File: config.mk
export PLATFORM = sky130hd
export DESIGN_NAME = hmbx_regs
export DESIGN_NICKNAME = d
export VERILOG_FILES = /design/src/rtl/hmbx_pkg.sv /design/src/rtl/hmbx_cmd.sv /design/src/rtl/hmbx_accum.sv /design/src/rtl/hmbx_status.sv /design/src/rtl/hmbx_regs.sv
export SDC_FILE = /design/constraint.sdc
export NUM_CORES = 1
export LEC_CHECK = 0
export BUFFER_PORTS_ARGS = -buffer_cell sky130_fd_sc_hd__clkbuf_2
export CORE_MARGIN = 2
export CORE_UTILIZATION = 30
export CTS_BUF_LIST = sky130_fd_sc_hd__clkbuf_2
export DETAILED_ROUTE_END_ITERATION = 16
export GPL_ROUTABILITY_DRIVEN = 0
export PLACE_DENSITY = 0.55
export SYNTH_ARGS = -nofsm -noshare
export SYNTH_HDL_FRONTEND = slang
export SYNTH_HIERARCHICAL = 1
export SYNTH_SLANG_ARGS = --single-unit
File: constraint.sdc
create_clock -name clk -period 3.6 [get_ports clk]
set_clock_uncertainty 0.15 [all_clocks]
set_input_delay 0.72 -clock clk [delete_from_list [all_inputs] [get_ports clk]]
set_output_delay 0.72 -clock clk [all_outputs]
set_load 0.02 [all_outputs]
File: src/rtl/hmbx_pkg.sv
// Shared address map and bit positions for the host mailbox block.
// Assumes word addressing on the host bus.
package hmbx_pkg;
    localparam int HB_AW = 3;
    localparam int NCMD  = 3;
    localparam int CMD_OPEN  = 0;
    localparam int CMD_CLOSE = 1;
    localparam int CMD_QRST  = 2;
    localparam int STS_DATA  = 23;

    typedef enum logic [HB_AW-1:0] {
        RG_CMD   = 3'd0,
        RG_STS   = 3'd1,
        RG_EN    = 3'd2,
        RG_TXLEN = 3'd3,
        RG_RXBUF = 3'd4,
        RG_CAPS  = 3'd5
    } reg_e;
endpackage

File: src/rtl/hmbx_cmd.sv
// Command pulse generator. A host write to the command word launches a
// one-cycle pulse per bit written as one. Assumes writes are single-cycle strobes.
module hmbx_cmd #(
    parameter int N = 3
) (
    input  logic         clk,
    input  logic         rst_n,
    input  logic         wr_stb,
    input  logic [N-1:0] wr_bits,
    output logic [N-1:0] pulse
);
    // Hold the command bits for exactly one cycle after the write.
    always_ff @(posedge clk) begin
        if (!rst_n)      pulse <= '0;
        else if (wr_stb) pulse <= wr_bits;
        else             pulse <= '0;
    end
endmodule

File: src/rtl/hmbx_accum.sv
// Cumulative credit counter. Adds a zero-extended increment on each strobe
// and wraps modulo 2^W. A clear request takes priority over an add.
module hmbx_accum #(
    parameter int W    = 32,
    parameter int IN_W = 32
) (
    input  logic            clk,
    input  logic            rst_n,
    input  logic            clr,
    input  logic            add_en,
    input  logic [IN_W-1:0] add_val,
    output logic [W-1:0]    total
);
    localparam int PADW = (W > IN_W) ? (W - IN_W) : 0;

    logic [W-1:0] inc;

    // Extend or trim the increment to the counter width.
    generate
        if (PADW > 0) begin : g_pad
            assign inc = {{PADW{1'b0}}, add_val};
        end else begin : g_trim
            assign inc = add_val[W-1:0];
        end
    endgenerate

    // Accumulate; clear wins over add.
    always_ff @(posedge clk) begin
        if (!rst_n || clr) total <= '0;
        else if (add_en)   total <= total + inc;
    end
endmodule

File: src/rtl/hmbx_status.sv
// Host interrupt status and enable registers. Bits are set by firmware or by
// the hardware data-pending event and cleared by host write-one-to-clear.
// A set beats a clear in the same cycle; a clear-all beats everything.
module hmbx_status #(
    parameter int W      = 32,
    parameter int HW_BIT = 23
) (
    input  logic         clk,
    input  logic         rst_n,
    input  logic         clr_all,
    input  logic         hw_set,
    input  logic [W-1:0] fw_set,
    input  logic         w1c_stb,
    input  logic [W-1:0] w1c_bits,
    input  logic         en_stb,
    input  logic [W-1:0] en_bits,
    output logic [W-1:0] sts,
    output logic [W-1:0] en,
    output logic         irq
);
    logic [W-1:0] hw_mask;
    logic [W-1:0] set_v;
    logic [W-1:0] clr_v;

    // Build the set and clear vectors; firmware may not touch the hardware bit.
    always_comb begin
        hw_mask         = '0;
        hw_mask[HW_BIT] = 1'b1;
        set_v           = (fw_set & ~hw_mask) | (hw_set ? hw_mask : '0);
        clr_v           = w1c_stb ? w1c_bits : '0;
    end

    // Update the status bits.
    always_ff @(posedge clk) begin
        if (!rst_n || clr_all) sts <= '0;
        else                   sts <= (sts & ~clr_v) | set_v;
    end

    // Host-owned enable register, reset only by the block reset.
    always_ff @(posedge clk) begin
        if (!rst_n)      en <= '0;
        else if (en_stb) en <= en_bits;
    end

    assign irq = |(sts & en);
endmodule

File: src/rtl/hmbx_regs.sv
// Top of the host mailbox register block. Decodes the host bus, routes the
// firmware strobes and muxes read data. Assumes one clock for both sides and
// single-cycle bus accesses; read data is combinational in the access cycle.
module hmbx_regs
    import hmbx_pkg::*;
#(
    parameter int          DW    = 32,
    parameter int          LEN_W = 32,
    parameter int          GNT_W = 8,
    parameter logic [4:0]  CAPS  = 5'b00101
) (
    input  logic             clk,
    input  logic             rst_n,
    input  logic             h_sel,
    input  logic             h_wr,
    input  logic [HB_AW-1:0] h_addr,
    input  logic [DW-1:0]    h_wdata,
    output logic [DW-1:0]    h_rdata,
    output logic             h_irq,
    input  logic             p_post,
    input  logic [LEN_W-1:0] p_len,
    output logic             p_busy,
    input  logic             p_grant,
    input  logic [GNT_W-1:0] p_grant_cnt,
    input  logic [DW-1:0]    p_sts_set,
    output logic [NCMD-1:0]  p_cmd,
    output logic             p_irq
);
    localparam int CAPW = 5;

    logic          wr_cmd, wr_sts, wr_en, rd_acc;
    logic          qrst;
    logic          post_ok;
    logic [DW-1:0] tx_len_q;
    logic [DW-1:0] rx_buf_q;
    logic [DW-1:0] sts_q;
    logic [DW-1:0] en_q;
    logic [DW-1:0] caps_w;

    // Write strobes per register.
    always_comb begin
        wr_cmd = h_sel && h_wr && (h_addr == RG_CMD);
        wr_sts = h_sel && h_wr && (h_addr == RG_STS);
        wr_en  = h_sel && h_wr && (h_addr == RG_EN);
        rd_acc = h_sel && !h_wr;
    end

    assign caps_w  = {{(DW-CAPW){1'b0}}, CAPS};
    assign qrst    = p_cmd[CMD_QRST];
    assign p_busy  = sts_q[STS_DATA];
    assign post_ok = p_post && !p_busy;
    assign p_irq   = |p_cmd;

    hmbx_cmd #(.N(NCMD)) u_cmd (
        .clk     (clk),
        .rst_n   (rst_n),
        .wr_stb  (wr_cmd),
        .wr_bits (h_wdata[NCMD-1:0]),
        .pulse   (p_cmd)
    );

    hmbx_accum #(.W(DW), .IN_W(LEN_W)) u_txlen (
        .clk     (clk),
        .rst_n   (rst_n),
        .clr     (qrst),
        .add_en  (post_ok),
        .add_val (p_len),
        .total   (tx_len_q)
    );

    hmbx_accum #(.W(DW), .IN_W(GNT_W)) u_rxbuf (
        .clk     (clk),
        .rst_n   (rst_n),
        .clr     (qrst),
        .add_en  (p_grant),
        .add_val (p_grant_cnt),
        .total   (rx_buf_q)
    );

    hmbx_status #(.W(DW), .HW_BIT(STS_DATA)) u_sts (
        .clk      (clk),
        .rst_n    (rst_n),
        .clr_all  (qrst),
        .hw_set   (post_ok),
        .fw_set   (p_sts_set),
        .w1c_stb  (wr_sts),
        .w1c_bits (h_wdata),
        .en_stb   (wr_en),
        .en_bits  (h_wdata),
        .sts      (sts_q),
        .en       (en_q),
        .irq      (h_irq)
    );

    // Read mux; command word and unmapped addresses return zero.
    always_comb begin
        h_rdata = '0;
        if (rd_acc) begin
            case (h_addr)
                RG_STS:   h_rdata = sts_q;
                RG_EN:    h_rdata = en_q;
                RG_TXLEN: h_rdata = tx_len_q;
                RG_RXBUF: h_rdata = rx_buf_q;
                RG_CAPS:  h_rdata = caps_w;
                default:  h_rdata = '0;
            endcase
        end
    end
endmodule

==> qor.yml, run 1 <==
logic_synthesis:
  synth_top_family_by_area: "compound AO/OA/AOI/OAI gates"
  yosys_warnings: 6
  synth_area_um2: 8235
  synth_compound_area_frac: 0.2259
  synth_largest_area_cell: "dfxtp_1"
  synthXorXnorAreaFrac: 0.04998
  synth_nets: 1124
  synth_enable_flop_cells: 0
  synthAdderAreaFrac: 0.06411
  async_reset_ff_frac: 0
  synth-simple-area-share: 0.2236
  yosysMostFrequentCell: "dfxtp_1"
  ys_types: 73
  synth_cells: 970
  synth_top_cell_area_share: 0.3184
  synthMuxAreaShare: 0.07338
  ys_top_cells_by_count: "dfxtp_1, a21oi_1, nor2_1"
  yosysSeqAreaShare: 0.3184
  synth_area_per_cell_um2: 8.490
  synthFlopType: "dfxtp_1"
  ys_seq_elements: 131
  synth.area.top_cells: "dfxtp_1, mux2i_1, a21oi_1, ha_1, nor2b_1"
drt:
  vias: 7875
  drc: 0
  routedWlPerCell_um: 19.02
  viasPerCell: 5.292
  drtIter0Drc: 579
  dr.pass1.iters: 7
  final_antenna_net_count: 0
  drt_wl_total_mm: 28.30
clock_network:
  cts-resized-gates: 0
  clkTransAtPathRegs_ns: 0.26
  root_buffer: "clkbuf_2"
  cts_sinks: 131
  postCtsSetupBuffers: 0
  cts-buffers-inserted: 17
  h-tree-depth: 4
  hold_buffers: 32
  clk_path_buf_depth: 2
  clk_latency_ns: 0.76
  cts_tree: "yes"
sta:
  worst_slew_pin_slew_ns: 0.6166
  final_hold_viol_count: 0
  rsz0062_at_grt: "no"
  finalCritPeriodShare: 0.9058
  setup_viol: 0
  max_freq_mhz: 306.7
  finalHoldWorstSlack_ns: 0.07205
  fin_ws_ns: 0.3390
  fin_tns_setup_ns: 0
  drv_slew: 0
  max-slew-margin-rel: 0.5889
  period_needed_ns: 3.261
place:
  post-place-ws_ns: -0.07550
  placedInstanceArea_um2: 9264
  port_buffers: 149
  hpwl_mm: 21.17
min_path:
  worstHoldStart: "h_wdata[5]"
  hold-path-endpoint: "u_sts/en[5]"
  hold_path.class: "in -> reg"
  whs_path_depth: 3
cells_and_area:
  nNetsFinal: 1286
  design_area_um2: 9846
  layout-drive-gt1-share: 0.2026
  fill_cells: 2816
  utilization: 0.3653
  seq_area_um2: 2623
  areaGrowthSynthToFinish_pct: 19.55
  multi_input_area_um2: 5261
critical_path:
  start_kind: "flop"
  r2r_end: "u_txlen/total[28]"
  cp_max_fo: 3
  crit_path_end_kind: "primary output"
  arrival_ns: 2.39
  r2r_slack_ns: 0.34
  r2r_cells: 12
  path_class: "reg -> out"
  required_ns: 2.73
  r2r_start: "u_txlen/total[0]"
grt:
  grt_pass1_vias: 7236
  antenna_found_initial: 1
  grt_max_degree: 37
  grt_pass1_wl_mm: 42.17
  overflow: 0
  grt.total_usage: 0.1923
power:
  peakVddDrop_mv: 0.1940
  power_density_nw_per_um2: 375.6
  p_leak_nw: 4.022
floorplan:
  chipHeight_um: 169.7
  initial_utilization: 0.3056
  dieArea_um2: 28790
  die_w_um: 169.7
  placementRows: 60
  pin_count: 151
  core_area_um2: 26950
flow_run:
  cap_violations: 0
status:
  status: "complete, no violations"
==> registers in the layout (all words and copies together) (netlist names) <==
register,flops
u_rxbuf/total,32
u_sts/en,32
u_sts/sts,32
u_txlen/total,32
u_cmd/pulse,3
==> routing by layer <==
layer	GRT usage	part of all wire	vias up
met5	0	0	-
met4	0.04682	0.017	0
met3	0.03778	0.059	25
met2	0.3233	0.47	274
met1	0.2531	0.45	3701
li1	-	-	3875
==> report_power, final <==
| group | leakage [nW] | total, mW | switching (mW) | internal, mW |
|---|---|---|---|---|
| registers | 1.07 | 1.68 | 0.133 | 1.55 |
| logic | 2.81 | 0.999 | 0.563 | 0.437 |
| clock network | 0.142 | 1.02 | 0.676 | 0.341 |
==> worst max-delay path by stage <==
stage | endpoint | depth (start not counted) | from
2_1_floorplan | u_txlen/total[28] | 11 | p_len[0]
3_3_place_gp | u_txlen/total[28] | 13 | p_len[0]
3_5_place_dp | u_txlen/total[28] | 13 | p_len[0]
4_1_cts | h_irq | 4 | u_sts/sts[9]
5_1_grt | u_txlen/total[28] | 12 | u_txlen/total[0]
6_report | h_irq | 4 | u_sts/sts[25]
==> final cells by class <==
| type | instances | share of cell area |
|---|---|---|
| sequential | 131 | 0.2664 |
| timing repair buffer | 202 | 0.1256 |
| clock buffer | 17 | 0.008642 |
| tap | 341 | 0.04333 |
| antenna | 2 | 0.0005083 |
| inverter | 10 | 0.003812 |
| clock inverter | 15 | 0.01741 |
| multi-input combinational | 770 | 0.5344 |
==> cell families after synthesis <==
group           count (synthesis)
flops                         131
buf+inv                        69
mux                            60
xor+xnor                       47
compound gates                278
simple gates                  344
fa+ha+maj                      41
==> worst max-delay path, cell delays in order (launching register included) <==
cell and delay, ns:
dfxtp_1 0.40, a22oi_1 0.33, nand4_1 0.18, or4_1 0.55, clkbuf_2 0.19
==> metrics by stage <==
| step | total power [mW] | cells |
|---|---|---|
| 2_1_floorplan | 2.352 | 970 |
| 3_3_place_gp | 2.659 | 1422 |
| 3_5_place_dp | 2.670 | 1422 |
| 4_1_cts | 3.723 | 1486 |
| 5_1_grt | 3.898 | 1488 |
| 6_report | 3.698 | 1488 |
==> layout by cell type (no fill, tap or decap), drive strengths merged, types with 20 or more instances in the layout <==
master	synthesis	routed
dlygate4sd3	0	32
nand2	73	73
nand3	20	20
nor2b	63	63
clkbuf	30	166
buf	29	21
ha	39	39
a22oi	46	46
dfxtp	131	131
a21oi	109	109
a32oi	29	29
nor2	97	97
mux2i	57	57
xnor2	37	37
o21ai	24	24
a21o	26	26
Power figures use the tool's default switching activity.
==> run 2, diff against run 1 <==
- HOLD_SLACK_MARGIN: not set -> 0.12
==> run 2 against run 1 <==
Effect of this change:
- via count increased by 3.8%
- combinational power increased by 7%
- worst setup slack got worse by 0.16 ns
- cell count increased by 4.3%
- sequential power about the same
- first-iteration DRC count increased by 1.0%
- critical path depth increased by 10
- design area increased by 6.5%
- routed wire length increased by 3.2%
- power increased by 1.9%
- die area unchanged
- clock-buffer cell count unchanged
- critical path type is now in -> reg
- largest cell class unchanged
- largest power group unchanged
==> qor.yml, run 2 (synthesis results as in run 1) <==
status:
  status: "complete, no violations"
grt:
  overflow: 0  # unchanged
  grt_pass1_wl_mm: 43.93  # +4.2%
  grt_pass1_vias: 7643  # +5.6%
  grt.total_usage: 0.1993  # +0.007055
  grt_max_degree: 37  # unchanged
  antenna_found_initial: 1  # unchanged
sta:
  max_freq_mhz: 292.3  # -4.7%
  setup_viol: 0  # unchanged
  finalCritPeriodShare: 0.9503  # +0.04447
  worst_slew_pin_slew_ns: 0.6265  # +0.009850 ns
  drv_slew: 0  # unchanged
  rsz0062_at_grt: "no"
  period_needed_ns: 3.421  # +0.1601 ns
  final_hold_viol_count: 0  # unchanged
  fin_ws_ns: 0.1789  # -0.1601 ns
  finalHoldWorstSlack_ns: 0.2172  # +0.1451 ns
  max-slew-margin-rel: 0.5823  # -0.006567
clock_network:
  cts_sinks: 131  # unchanged
  postCtsSetupBuffers: 0  # unchanged
  cts_tree: "yes"
  h-tree-depth: 4  # unchanged
  clk_latency_ns: 0.78  # +0.02 ns
  clkTransAtPathRegs_ns: 0.25  # about the same
  root_buffer: "clkbuf_2"
  clk_path_buf_depth: 2  # unchanged
  hold_buffers: 96  # +200%
  cts-buffers-inserted: 17  # unchanged
  cts-resized-gates: 0  # unchanged
critical_path:
  path_class: "in -> reg"
  required_ns: 4.14  # +1.41 ns
  crit_path_end_kind: "flop"
  arrival_ns: 3.96  # +1.57 ns
  cp_max_fo: 3  # unchanged
  start_kind: "primary input"
floorplan:
  dieArea_um2: 28790  # unchanged
  chipHeight_um: 169.7  # unchanged
  initial_utilization: 0.3056  # unchanged
  die_w_um: 169.7  # unchanged
  core_area_um2: 26950  # unchanged
  placementRows: 60  # unchanged
  pin_count: 151  # unchanged
drt:
  drc: 0  # unchanged
  dr.pass1.iters: 5  # -2
  drt_wl_total_mm: 29.22  # +3.2%
  vias: 8173  # +3.8%
  final_antenna_net_count: 0  # unchanged
  drtIter0Drc: 585  # +1.0%
  viasPerCell: 5.266  # -0.50%
  routedWlPerCell_um: 18.83  # -1.0%
power:
  power_density_nw_per_um2: 359.4  # -4.3%
  peakVddDrop_mv: 0.1951  # +0.54%
  p_leak_nw: 4.317  # +7.3%
place:
  port_buffers: 149  # unchanged
  hpwl_mm: 21.17  # unchanged
  post-place-ws_ns: -0.07550  # unchanged
  dp.cells: 1422  # unchanged
min_path:
  hold_path.class: "in -> reg"
cells_and_area:
  layout_commonest_cell: "clkbuf_2"
  final_cells: 1552  # +4.3%
  nNetsFinal: 1350  # +5.0%
  final_cell_mix: "clkbuf_2, dfxtp_1, a21oi_1, nor2_1, dlygate4sd3_1"
  areaGrowthSynthToFinish_pct: 27.33
  layout-drive-gt1-share: 0.1919  # -0.01073
flow_run:
  cap_violations: 0  # unchanged
-- run 2: power breakdown --
group / switching (mW) / internal, mW
Sequential: 0.132 / 1.55
Clock: 0.679 / 0.341
Combinational: 0.577 / 0.490
Total: 1.39 / 2.38
-- run 2: final timing paths --
check,startpoint,endpoint,slack [ns],depth (start not counted)
setup / recovery,p_len[0],u_txlen/total[28],0.18,14
hold / removal,p_grant_cnt[1],u_rxbuf/total[1],0.22,4
setup reg to reg,u_txlen/total[0],u_txlen/total[28],0.35,12
hold reg to reg,u_rxbuf/total[7],u_rxbuf/total[7],0.37,2
-- run 2: through the flow --
stage               TNS (ns)  utilization  cell area, um^2  power [mW]
floorplan                  0            -             8235       2.352
global placement    -0.02764       0.3437             9264       2.659
detailed placement  -0.09306       0.3437             9264       2.670
CTS                        0       0.3889            10480       3.785
global route               0       0.3891            10490       3.974
finish                     0       0.3891            10490       3.769
-- run 2: metal layers --
layer / vias up / track usage / part of all wire
met5: - / 0 / 0
met4: 0 / 0.05686 / 0.022
met3: 37 / 0.03825 / 0.056
met2: 273 / 0.3345 / 0.48
met1: 3861 / 0.2603 / 0.45
li1: 4002 / - / -
-- run 2: layout make-up --
cell class	instances	area, um^2
multi-input combinational	770	5261
tap	341	426.7
antenna	2	5.005
clock buffer	17	85.08
timing repair buffer	266	1877
sequential	131	2623
clock inverter	15	171.4
inverter	10	37.54
fill	2756	16460
-- run 2: critical path, stage by stage --
cell           delay (ns)
dlygate4sd3_1        0.53
clkbuf_2             0.11
ha_1                 0.22
fa_1                 0.42
a21oi_1              0.22
nor2_1               0.09
o311a_1              0.38
o211ai_1             0.28
o211ai_1             0.19
a221oi_1             0.31
buf_4                0.17
o21ai_1              0.09
xnor2_1              0.16
o21ai_1              0.07
==> run 3, diff against run 2 <==
- PLACE_DENSITY: 0.55 -> not set
- PLACE_DENSITY_LB_ADDON: not set -> 0.25
==> run 3 against run 2 <==
Effect of this change:
- worst setup slack got worse by 0.066 ns
- sequential share of layout area increased by 0.057 points
- routed wire length decreased by 0.46%
- fmax decreased by 1.9%
- worst hold slack improved by 0.022 ns
- highest routed layer unchanged
- largest cell class unchanged
- via count decreased by 0.42%
- die area unchanged
==> qor.yml, run 3 (synthesis results as in run 1) <==
critical_path:
  r2r_start: "u_txlen/total[0]"
  arrival_ns: 3.98  # +0.02 ns
  critPathBufInv: 3  # unchanged
  start_kind: "primary input"
  cp_max_fo: 3  # unchanged
  path_class: "in -> reg"
  crit_chain: "dlygate4sd3_1 > clkbuf_2 > ha_1 > fa_1 > a21oi_1 > nor2_1 > o311a_1 > o211ai_1 > o211ai_1 > a221oi_1 > buf_4 > o21ai_1 > xnor2_1 > o21ai_1"
  crit_cells: 14  # unchanged
  cp-startpoint: "p_len[0]"
  required_ns: 4.09  # -0.05 ns
  r2r_cells: 12  # unchanged
  crit_path_end_kind: "flop"
  slowest_delay_ns: 0.53  # about the same
  crit_family: "compound AO/OA/AOI/OAI gates"
  critPathSlowestCell: "dlygate4sd3_1"
floorplan:
  chipHeight_um: 169.7  # unchanged
  initial_utilization: 0.3056  # unchanged
  die_w_um: 169.7  # unchanged
  placementRows: 60  # unchanged
  core_area_um2: 26950  # unchanged
  pin_count: 151  # unchanged
  dieArea_um2: 28790  # unchanged
grt:
  overflow: 0  # unchanged
  grt_max_degree: 33  # -11%
  grt_pass1_vias: 7870  # +3.0%
  grt.total_usage: 0.2006  # +0.001298
  antenna_found_initial: 0  # -1
  grt_pass1_wl_mm: 43.99  # +0.14%
power:
  switchingPower_mw: 1.340  # -3.4%
  p_sw_frac: 0.3758  # +0.007458
  clkPwrFrac: 0.229  # -0.041
  power.internal_mw: 2.226  # -6.5%
  peakVddDrop_mv: 0.1429  # -27%
  p_comb_frac: 0.300  # +0.017
  p_leak_nw: 4.315  # about the same
  power_density_nw_per_um2: 340.9  # -5.1%
  seq_power_share: 0.471  # +0.025
min_path:
  whs_path_depth: 4  # unchanged
  hold_path.class: "in -> reg"
  worstHoldStart: "p_grant_cnt[1]"
sta:
  finalHoldWorstSlack_ns: 0.2393  # +0.02217 ns
  worst_slew_pin_slew_ns: 0.6792  # +0.05274 ns
  drv_slew: 0  # unchanged
  rsz0062_at_grt: "no"
  max-slew-margin-rel: 0.5472  # -0.03516
  max_freq_mhz: 286.8  # -1.9%
  finalCritPeriodShare: 0.9686  # +0.01835
  setup_viol: 0  # unchanged
  final_hold_viol_count: 0  # unchanged
  period_needed_ns: 3.487  # +0.06605 ns
clock_network:
  hold_buffers: 96  # unchanged
  cts_tree: "yes"
  clk_latency_ns: 0.74  # -0.04 ns
  clk_path_buf_depth: 2  # unchanged
  postCtsSetupBuffers: 0  # unchanged
  cts-resized-gates: 0  # unchanged
  cts_sinks: 131  # unchanged
  h-tree-depth: 4  # unchanged
  clkTransAtPathRegs_ns: 0.25  # about the same
  root_buffer: "clkbuf_2"
  cts-buffers-inserted: 17  # unchanged
cells_and_area:
  areaGrowthSynthToFinish_pct: 27.04
  layout-drive-gt1-share: 0.1946  # +0.002665
  final_cell_mix: "clkbuf_2, dfxtp_1, a21oi_1, nor2_1, dlygate4sd3_1"
  diodes: 0  # -2
  layout_commonest_cell: "clkbuf_2"
  nNetsFinal: 1354  # +0.30%
  utilization: 0.3882  # -0.0008820
  fill_cells: 2770  # +0.51%
drt:
  routedWlPerCell_um: 18.72  # -0.58%
  drc: 0  # unchanged
  dr.pass1.iters: 4  # -1
  drtIter0Drc: 465  # -21%
  final_antenna_net_count: 0  # unchanged
  viasPerCell: 5.237  # -0.54%
  drt_wl_total_mm: 29.09  # -0.46%
  vias: 8139  # -0.42%
place:
  hpwl_mm: 21.42  # +1.2%
  port_buffers: 149  # unchanged
flow_run:
  cap_violations: 0  # unchanged
status:
  status: "complete, no violations"
-- run 3: area by class of cell --
class                           count  area, um^2  area share
Clock buffer                       17       85.08    0.008132
Clock inverter                     15       110.1     0.01052
Sequential cell                   131        2623      0.2507
Tap cell                          341       426.7     0.04078
Multi-Input combinational cell    770        5261      0.5029
Timing Repair Buffer              270        1919      0.1834
Inverter                           10       37.54    0.003588
-- run 3: tightest hold or removal path, cell delays in order --
cell,delay (ns)
clkbuf_2,0.11
fa_1,0.16
mux2i_1,0.06
nor2_1,0.07
-- run 3: routing by layer --
layer  wire length, um  track usage
met1             13220       0.2665
met2             13720       0.3331
met3              1467      0.03428
met4               678      0.05983
met5                 0            0
-- run 3: through the flow --
step | cell area (um^2) | power [mW] | setup TNS (ns) | setup slack, ns | std cells
floorplan | 8235 | 2.352 | 0 | 0.3704 | 970
global placement | 9306 | 2.667 | -0.1111 | -0.06739 | 1426
detailed placement | 9306 | 2.673 | -0.1300 | -0.06991 | 1426
CTS | 10460 | 3.590 | 0 | 0.2162 | 1554
global route | 10460 | 3.791 | 0 | 0.004488 | 1554
finish | 10460 | 3.567 | 0 | 0.1129 | 1554
-- run 3: final timing paths --
check	endpoint	slack (ns)
max reg2reg	u_txlen/total[28]	0.31
min	u_rxbuf/total[1]	0.24
min reg2reg	u_rxbuf/total[2]	0.37
max	u_txlen/total[28]	0.11
-- run 3: power by group through the flow --
stage                     clock network, mW  logic (mW)  registers (mW)
after CTS                             0.850        1.06            1.68
final                                 0.817        1.07            1.68
after floorplan                           0       0.715            1.64
after global routing                  0.916        1.19            1.69
after global placement                    0       0.963            1.70
after detailed placement                  0       0.967            1.71
